**src/rtl/upt_pkg.sv**
```systemverilog
package upt_pkg;

    typedef enum logic [1:0] {
        ST_IDLE   = 2'd0,
        ST_FILL   = 2'd1,
        ST_EXPOSE = 2'd2,
        ST_READ   = 2'd3
    } upt_state_e;

endpackage

```
**src/rtl/upt_ctrl.sv**
```systemverilog
module upt_ctrl
    import upt_pkg::*;
#(
    parameter int              CHAIN_LEN     = 1500,
    parameter longint unsigned EXPOSE_CYCLES = 64'd2400000000
) (
    input  logic clk_i,
    input  logic rst_ni,
    input  logic run_i,
    output logic shift_o,
    output logic reading_o,
    output logic restart_o,
    output logic read_start_o,
    output logic done_o,
    output logic busy_o
);

    localparam int IDX_W = (CHAIN_LEN > 1) ? $clog2(CHAIN_LEN) : 1;
    localparam int TMR_W = (EXPOSE_CYCLES > 1) ? $clog2(EXPOSE_CYCLES) : 1;
    localparam logic [IDX_W-1:0] IDX_LAST = IDX_W'(CHAIN_LEN - 1);
    localparam logic [TMR_W-1:0] TMR_LAST = TMR_W'(EXPOSE_CYCLES - 64'd1);

    typedef struct packed {
        upt_state_e       state;
        logic [IDX_W-1:0] idx;
        logic [TMR_W-1:0] timer;
        logic             done;
    } ctrl_s;

    ctrl_s ctrl_d, ctrl_q;

    always_comb begin
        ctrl_d      = ctrl_q;
        ctrl_d.done = 1'b0;
        unique case (ctrl_q.state)
            ST_IDLE: begin
                if (run_i) begin
                    ctrl_d.state = ST_FILL;
                    ctrl_d.idx   = '0;
                end
            end
            ST_FILL: begin
                if (ctrl_q.idx == IDX_LAST) begin
                    ctrl_d.state = ST_EXPOSE;
                    ctrl_d.timer = '0;
                end else begin
                    ctrl_d.idx = ctrl_q.idx + IDX_W'(1);
                end
            end
            ST_EXPOSE: begin
                if (ctrl_q.timer == TMR_LAST) begin
                    ctrl_d.state = ST_READ;
                    ctrl_d.idx   = '0;
                end else begin
                    ctrl_d.timer = ctrl_q.timer + TMR_W'(1);
                end
            end
            ST_READ: begin
                if (ctrl_q.idx == IDX_LAST) begin
                    ctrl_d.done  = 1'b1;
                    ctrl_d.timer = '0;
                    ctrl_d.state = run_i ? ST_EXPOSE : ST_IDLE;
                end else begin
                    ctrl_d.idx = ctrl_q.idx + IDX_W'(1);
                end
            end
            default: ctrl_d.state = ST_IDLE;
        endcase
    end

    always_ff @(posedge clk_i or negedge rst_ni) begin
        if (!rst_ni) begin
            ctrl_q <= '{state: ST_IDLE, idx: '0, timer: '0, done: 1'b0};
        end else begin
            ctrl_q <= ctrl_d;
        end
    end

    assign shift_o      = (ctrl_q.state == ST_FILL) || (ctrl_q.state == ST_READ);
    assign reading_o    = (ctrl_q.state == ST_READ);
    assign busy_o       = (ctrl_q.state != ST_IDLE);
    assign done_o       = ctrl_q.done;
    assign read_start_o = (ctrl_d.state == ST_READ) && (ctrl_q.state != ST_READ);
    assign restart_o    = read_start_o ||
                          ((ctrl_d.state == ST_FILL) && (ctrl_q.state != ST_FILL));

    // the done pulse never lasts two cycles
    a_r9_done_single: assert property (@(posedge clk_i) disable iff (!rst_ni)
        done_o |=> !done_o);

    // a run request in idle starts shifting in the next cycle, as a fill
    a_r2_fill_follows_run: assert property (@(posedge clk_i) disable iff (!rst_ni)
        (ctrl_q.state == ST_IDLE && run_i) |=> (shift_o && !reading_o && busy_o));

    // readout is only ever entered from the exposure wait
    a_r3_read_after_expose: assert property (@(posedge clk_i) disable iff (!rst_ni)
        (!reading_o ##1 reading_o) |-> ($past(ctrl_q.state) == ST_EXPOSE));

    // the last readout shift with run low returns to idle with done
    a_r10_stop_to_idle: assert property (@(posedge clk_i) disable iff (!rst_ni)
        (reading_o && ctrl_q.idx == IDX_LAST && !run_i) |=> (!busy_o && done_o));

endmodule

```
**src/rtl/upt_phase.sv**
```systemverilog
module upt_phase (
    input  logic clk_i,
    input  logic rst_ni,
    input  logic restart_i,
    input  logic step_i,
    output logic bit_o
);

    typedef struct packed {
        logic [1:0] phase;
    } phase_s;

    phase_s phase_d, phase_q;

    always_comb begin
        phase_d = phase_q;
        if (restart_i) begin
            phase_d.phase = 2'd0;
        end else if (step_i) begin
            phase_d.phase = phase_q.phase + 2'd1;
        end
    end

    always_ff @(posedge clk_i or negedge rst_ni) begin
        if (!rst_ni) begin
            phase_q <= '{phase: 2'd0};
        end else begin
            phase_q <= phase_d;
        end
    end

    // 0,0,1,1 repeating: the upper phase bit
    assign bit_o = phase_q.phase[1];

    // every pass starts at the first position of the sequence
    a_r4_phase_restart: assert property (@(posedge clk_i) disable iff (!rst_ni)
        restart_i |=> (phase_q.phase == 2'd0 && !bit_o));

    // each shift moves one position along the sequence
    a_r2_phase_step: assert property (@(posedge clk_i) disable iff (!rst_ni)
        (step_i && !restart_i) |=> (phase_q.phase == $past(phase_q.phase) + 2'd1));

endmodule

```
**src/rtl/upt_sat_counter.sv**
```systemverilog
module upt_sat_counter #(
    parameter int CNT_W = 16
) (
    input  logic             clk_i,
    input  logic             rst_ni,
    input  logic             clear_i,
    input  logic             hit_i,
    output logic [CNT_W-1:0] count_o
);

    localparam logic [CNT_W-1:0] CNT_MAX = '1;

    typedef struct packed {
        logic [CNT_W-1:0] count;
    } cnt_s;

    cnt_s cnt_d, cnt_q;

    always_comb begin
        cnt_d = cnt_q;
        if (clear_i) begin
            cnt_d.count = '0;
        end else if (hit_i && cnt_q.count != CNT_MAX) begin
            cnt_d.count = cnt_q.count + CNT_W'(1);
        end
    end

    always_ff @(posedge clk_i or negedge rst_ni) begin
        if (!rst_ni) begin
            cnt_q <= '{count: '0};
        end else begin
            cnt_q <= cnt_d;
        end
    end

    assign count_o = cnt_q.count;

    // a full counter stays full until cleared
    a_r7_no_overflow: assert property (@(posedge clk_i) disable iff (!rst_ni)
        (count_o == CNT_MAX && !clear_i) |=> (count_o == CNT_MAX));

    // clearing always lands on zero
    a_r8_clear_zero: assert property (@(posedge clk_i) disable iff (!rst_ni)
        clear_i |=> (count_o == '0));

    // without a hit or clear the count is frozen
    a_r8_hold: assert property (@(posedge clk_i) disable iff (!rst_ni)
        (!clear_i && !hit_i) |=> $stable(count_o));

    // a hit below the limit adds exactly one
    a_r5_r6_step: assert property (@(posedge clk_i) disable iff (!rst_ni)
        (!clear_i && hit_i && count_o != CNT_MAX) |=> (count_o == $past(count_o) + CNT_W'(1)));

endmodule

```
**src/rtl/upset_chain_tester.sv**
```systemverilog
module upset_chain_tester #(
    parameter int              CHAIN_LEN     = 1500,
    parameter longint unsigned EXPOSE_CYCLES = 64'd2400000000,
    parameter int              CNT_W         = 16
) (
    input  logic             clk_i,
    input  logic             rst_ni,
    input  logic             run_i,
    output logic             chain_shift_o,
    output logic             chain_din_o,
    input  logic             chain_dout_i,
    output logic [CNT_W-1:0] cnt_rise_o,
    output logic [CNT_W-1:0] cnt_fall_o,
    output logic             done_o,
    output logic             busy_o
);

    localparam int N_DIR = 2;

    logic             reading;
    logic             restart;
    logic             read_start;
    logic             exp_bit;
    logic [N_DIR-1:0] hit;
    logic [CNT_W-1:0] counts [N_DIR];

    upt_ctrl #(
        .CHAIN_LEN     (CHAIN_LEN),
        .EXPOSE_CYCLES (EXPOSE_CYCLES)
    ) ctrl_i (
        .clk_i        (clk_i),
        .rst_ni       (rst_ni),
        .run_i        (run_i),
        .shift_o      (chain_shift_o),
        .reading_o    (reading),
        .restart_o    (restart),
        .read_start_o (read_start),
        .done_o       (done_o),
        .busy_o       (busy_o)
    );

    upt_phase phase_i (
        .clk_i     (clk_i),
        .rst_ni    (rst_ni),
        .restart_i (restart),
        .step_i    (chain_shift_o),
        .bit_o     (exp_bit)
    );

    assign chain_din_o = exp_bit;

    // Index 0 counts received zeros (fall), index 1 received ones (rise)
    for (genvar gd = 0; gd < N_DIR; gd++) begin : g_dir
        localparam logic DIR_BIT = (gd == 1);
        assign hit[gd] = reading && (chain_dout_i == DIR_BIT) && (exp_bit != DIR_BIT);
        upt_sat_counter #(
            .CNT_W (CNT_W)
        ) cnt_i (
            .clk_i   (clk_i),
            .rst_ni  (rst_ni),
            .clear_i (read_start),
            .hit_i   (hit[gd]),
            .count_o (counts[gd])
        );
    end

    assign cnt_rise_o = counts[1];
    assign cnt_fall_o = counts[0];

    // outside readout nothing on the chain output moves the counters
    a_r11_idle_input: assert property (@(posedge clk_i) disable iff (!rst_ni)
        (!reading && !read_start) |=> ($stable(cnt_rise_o) && $stable(cnt_fall_o)));

    // a received zero never raises the rise count
    a_r5_rise_needs_one: assert property (@(posedge clk_i) disable iff (!rst_ni)
        (reading && !chain_dout_i) |=> $stable(cnt_rise_o));

    // a received one never raises the fall count
    a_r6_fall_needs_zero: assert property (@(posedge clk_i) disable iff (!rst_ni)
        (reading && chain_dout_i) |=> $stable(cnt_fall_o));

endmodule

```
**config.mk**
```make
export PLATFORM = sky130hd
export DESIGN_NAME = upset_chain_tester
export DESIGN_NICKNAME = d
export VERILOG_FILES = /design/src/rtl/upt_pkg.sv /design/src/rtl/upt_ctrl.sv /design/src/rtl/upt_phase.sv /design/src/rtl/upt_sat_counter.sv /design/src/rtl/upset_chain_tester.sv
export SDC_FILE = /design/constraint.sdc
export NUM_CORES = 1
export LEC_CHECK = 0
export BUFFER_PORTS_ARGS = -buffer_cell sky130_fd_sc_hd__clkbuf_2
export CAP_MARGIN = 10
export CORE_AREA = 10 10 132 134
export CTS_CLUSTER_SIZE = 20
export DETAILED_ROUTE_END_ITERATION = 10
export DIE_AREA = 0 0 142 144
export GPL_ROUTABILITY_DRIVEN = 0
export MAX_ROUTING_LAYER = met4
export PLACE_DENSITY_LB_ADDON = 0.15
export SLEW_MARGIN = 40
export SYNTH_ARGS = -nofsm -noshare
export SYNTH_HDL_FRONTEND = slang
export SYNTH_SLANG_ARGS = --single-unit
```
**constraint.sdc**
```tcl
create_clock -name clk_i -period 3.2 [get_ports clk_i]
set_clock_uncertainty 0.1 [all_clocks]
set_input_delay 0.48 -clock clk_i [delete_from_list [all_inputs] [get_ports clk_i]]
set_output_delay 0.48 -clock clk_i [all_outputs]
set_load 0.005 [all_outputs]
```
==> reports/qor.yml <==
status:
  outcome: "finished with violations"
  violations: "hold timing"
layout:
  syn2layout_area_growth_pct: 16.7
  fin_area_um2: 5110
  final_core_util_pct: 34.4
  fillers: 1555
  instances_no_fill: 703
  diodes: 0
  multi_input_area_um2: 2250
  nNetsFinal: 518
  drive_gt1_share_pct: 15.5
  regArea_um2: 2000
synthesis:
  synth_edf_count: 0
  synth_top_area_share_pct: 45.7
  synth_area_um2: 4380
  postSynthCellCount: 467
  yosysMostFrequentCell: "dfrtp_1"
  ys_async_sr_fraction_pct: 100
  yosys.area.top_type: "dfrtp_1"
  synth.net_count: 475
  ys.flop_type: "dfrtp_1"
  synth_common_cells: "dfrtp_1, nor2_1, nand2_1"
  synth_area_leaders: "dfrtp_1, xor2_1, nor2_1, nand4_1, or4_1"
  seq_area_frac_synth_pct: 45.7
  synth-seq-cells: 80
  syn_avg_cell_area_um2: 9.38
  synth_cell_types: 48
  ys_warn_count: 0
timing:
  slew_violations: 0
  setup_viol: 0
  finalCritPeriodShare_pct: 86.9
  min_period_ns: 2.78
  whs_ns: -0.00600
  fin_tns_setup_ns: 0
  max_freq_mhz: 359
  relSlewSlack_pct: 42.5
  tightest_slew_ns: 0.855
  rsz0062_at_grt: "false"
  hold_viol: 4
detailed_routing:
  dr.pass1.iters: 4
  wl_mm: 11.5
  wl_per_cell_um: 16.3
  vias_per_cell: 5.40
  drtIter0Drc: 228
  vias: 3797
  drc_errors: 0
  ant_nets: 0
floorplan:
  io_pins: 40
  fp.dieArea_um2: 20400
  initial_core_util_pct: 29.5
  num_rows: 45
  core_um2: 14900
  die_h_um: 144
  die_x_um: 142
power:
  p_leak_uw: 0.00220
  total_power_uw: 2030
  powerDensity_nw_per_um2: 396
  ir_drop_mv: 0.236
worst_setup_path:
  cp-start-kind: "register"
  path_max_fanout: 9
  crit_type: "register to register"
  cp.arrival_ns: 2.95
  critPathCaptureType: "register"
  crit_required_ns: 3.37
cts:
  cts.path.max_buffers: 2
  cts_tree: "done"
  cts_num_sinks: 80
  cts_resized: 0
  cts_hold_buf: 0
  numCtsBuffers: 9
  cts_setup_buffers: 0
  cts_root_buffer: "clkbuf_16"
  path_clk_slew_ns: 0.06
  cts.htree.levels: 3
  clock_latency_ns: 0.35
global_route:
  overflow: 0
  grt_pass1_vias: 3692
  grt_antenna_before_repair: 0
  grt_pass1_wl_mm: 19.2
  grt_max_degree: 37
  grtUsageTotal_pct: 11.8
worst_hold_path:
  hold_class: "input port to async pin"
placement:
  post_dp_cell_area_um2: 4830
  port_buffers: 39
  post-dp-hpwl_mm: 8.16
  place_inst: 687
job:
  cap_violations: 0
-- area by class of cell --
class / instances / area share, %
clock buffer: 9 / 4.40
clock inverter: 7 / 1.05
inverter: 11 / 0.807
multi-input combinational: 355 / 44.1
sequential: 80 / 39.1
tap: 188 / 4.60
timing repair buffer: 53 / 5.92
-- kinds of logic (layout without fill, tap and decap cells) --
kind of cell | after synthesis | after routing | synth area share (%)
simple gates | 218 | 218 | 27.3
buf+inv | 32 | 80 | 3.11
flops | 80 | 80 | 45.7
compound gates | 89 | 89 | 13.8
mux | 4 | 4 | 0.942
fa+ha+maj | 4 | 4 | 1.14
xor+xnor | 40 | 40 | 8.00
-- routing by layer --
layer	GRT usage [%]	share of wire, %	wire (um)
met5	-	0	0
met4	4.25	1.6	186
met3	3.31	4.5	510
met2	18.0	46	5220
met1	14.7	48	5540
-- through the flow --
step	hold WS, ns	setup WS, ns
finish	-0.00600	0.418
global route	0.0288	0.284
global placement	0.386	0.482
floorplan	0.0844	0.615
detailed placement	0.388	0.430
CTS	0.0120	0.407
-- final timing paths --
path / start / end / slack, ns / cells past startpoint
hold / removal: rst_ni / g_dir[0].cnt_i.count_o[10] / -0.006 / 1
max in group asynchronous: rst_ni / ctrl_i.done_o / 2.30 / 2
hold reg to reg: ctrl_i.ctrl_q[5] / ctrl_i.ctrl_q[5] / 0.41 / 1
min in group clk_i: run_i / ctrl_i.ctrl_q[45] / 0.37 / 3
setup / recovery: ctrl_i.ctrl_q[18] / ctrl_i.ctrl_q[37] / 0.42 / 5
setup reg to reg: ctrl_i.ctrl_q[18] / ctrl_i.ctrl_q[37] / 0.42 / 5
-- layout by cell type (no fill, tap or decap), drive strengths merged, types with 13 or more instances in the layout --
cell | synthesis | layout
xor2 | 29 | 29
o31ai | 16 | 16
dfrtp | 80 | 80
nand3 | 24 | 24
inv | 11 | 13
nor2 | 49 | 49
nand4 | 23 | 23
or4 | 18 | 18
o21ai | 15 | 15
o211ai | 13 | 13
clkbuf | 16 | 47
a21oi | 24 | 24
buf | 5 | 15
nand2 | 31 | 31
-- worst max-delay path, cell delays in order (launching register included) --
cell and delay [ns]:
dfrtp_1 0.43, or4b_1 0.53, or4_1 0.62, o21a_1 0.31
or4_1 0.54, a21oi_1 0.17
-- report_power, final --
part / switching (uW) / leakage [uW] / internal, uW / total, uW
logic: 22.5 / 0.000986 / 3.69 / 26.2
registers: 0 / 0.00109 / 1010 / 1010
clock network: 459 / 0.000128 / 531 / 989
-- state kept, by name, summed over array words and instances (netlist names) --
signal,count
ctrl_i.ctrl_q,45
ctrl_i.done_o,1
g_dir.cnt_i.count_o,32
phase_i.phase_q,2
Power figures use the tool's default switching activity.
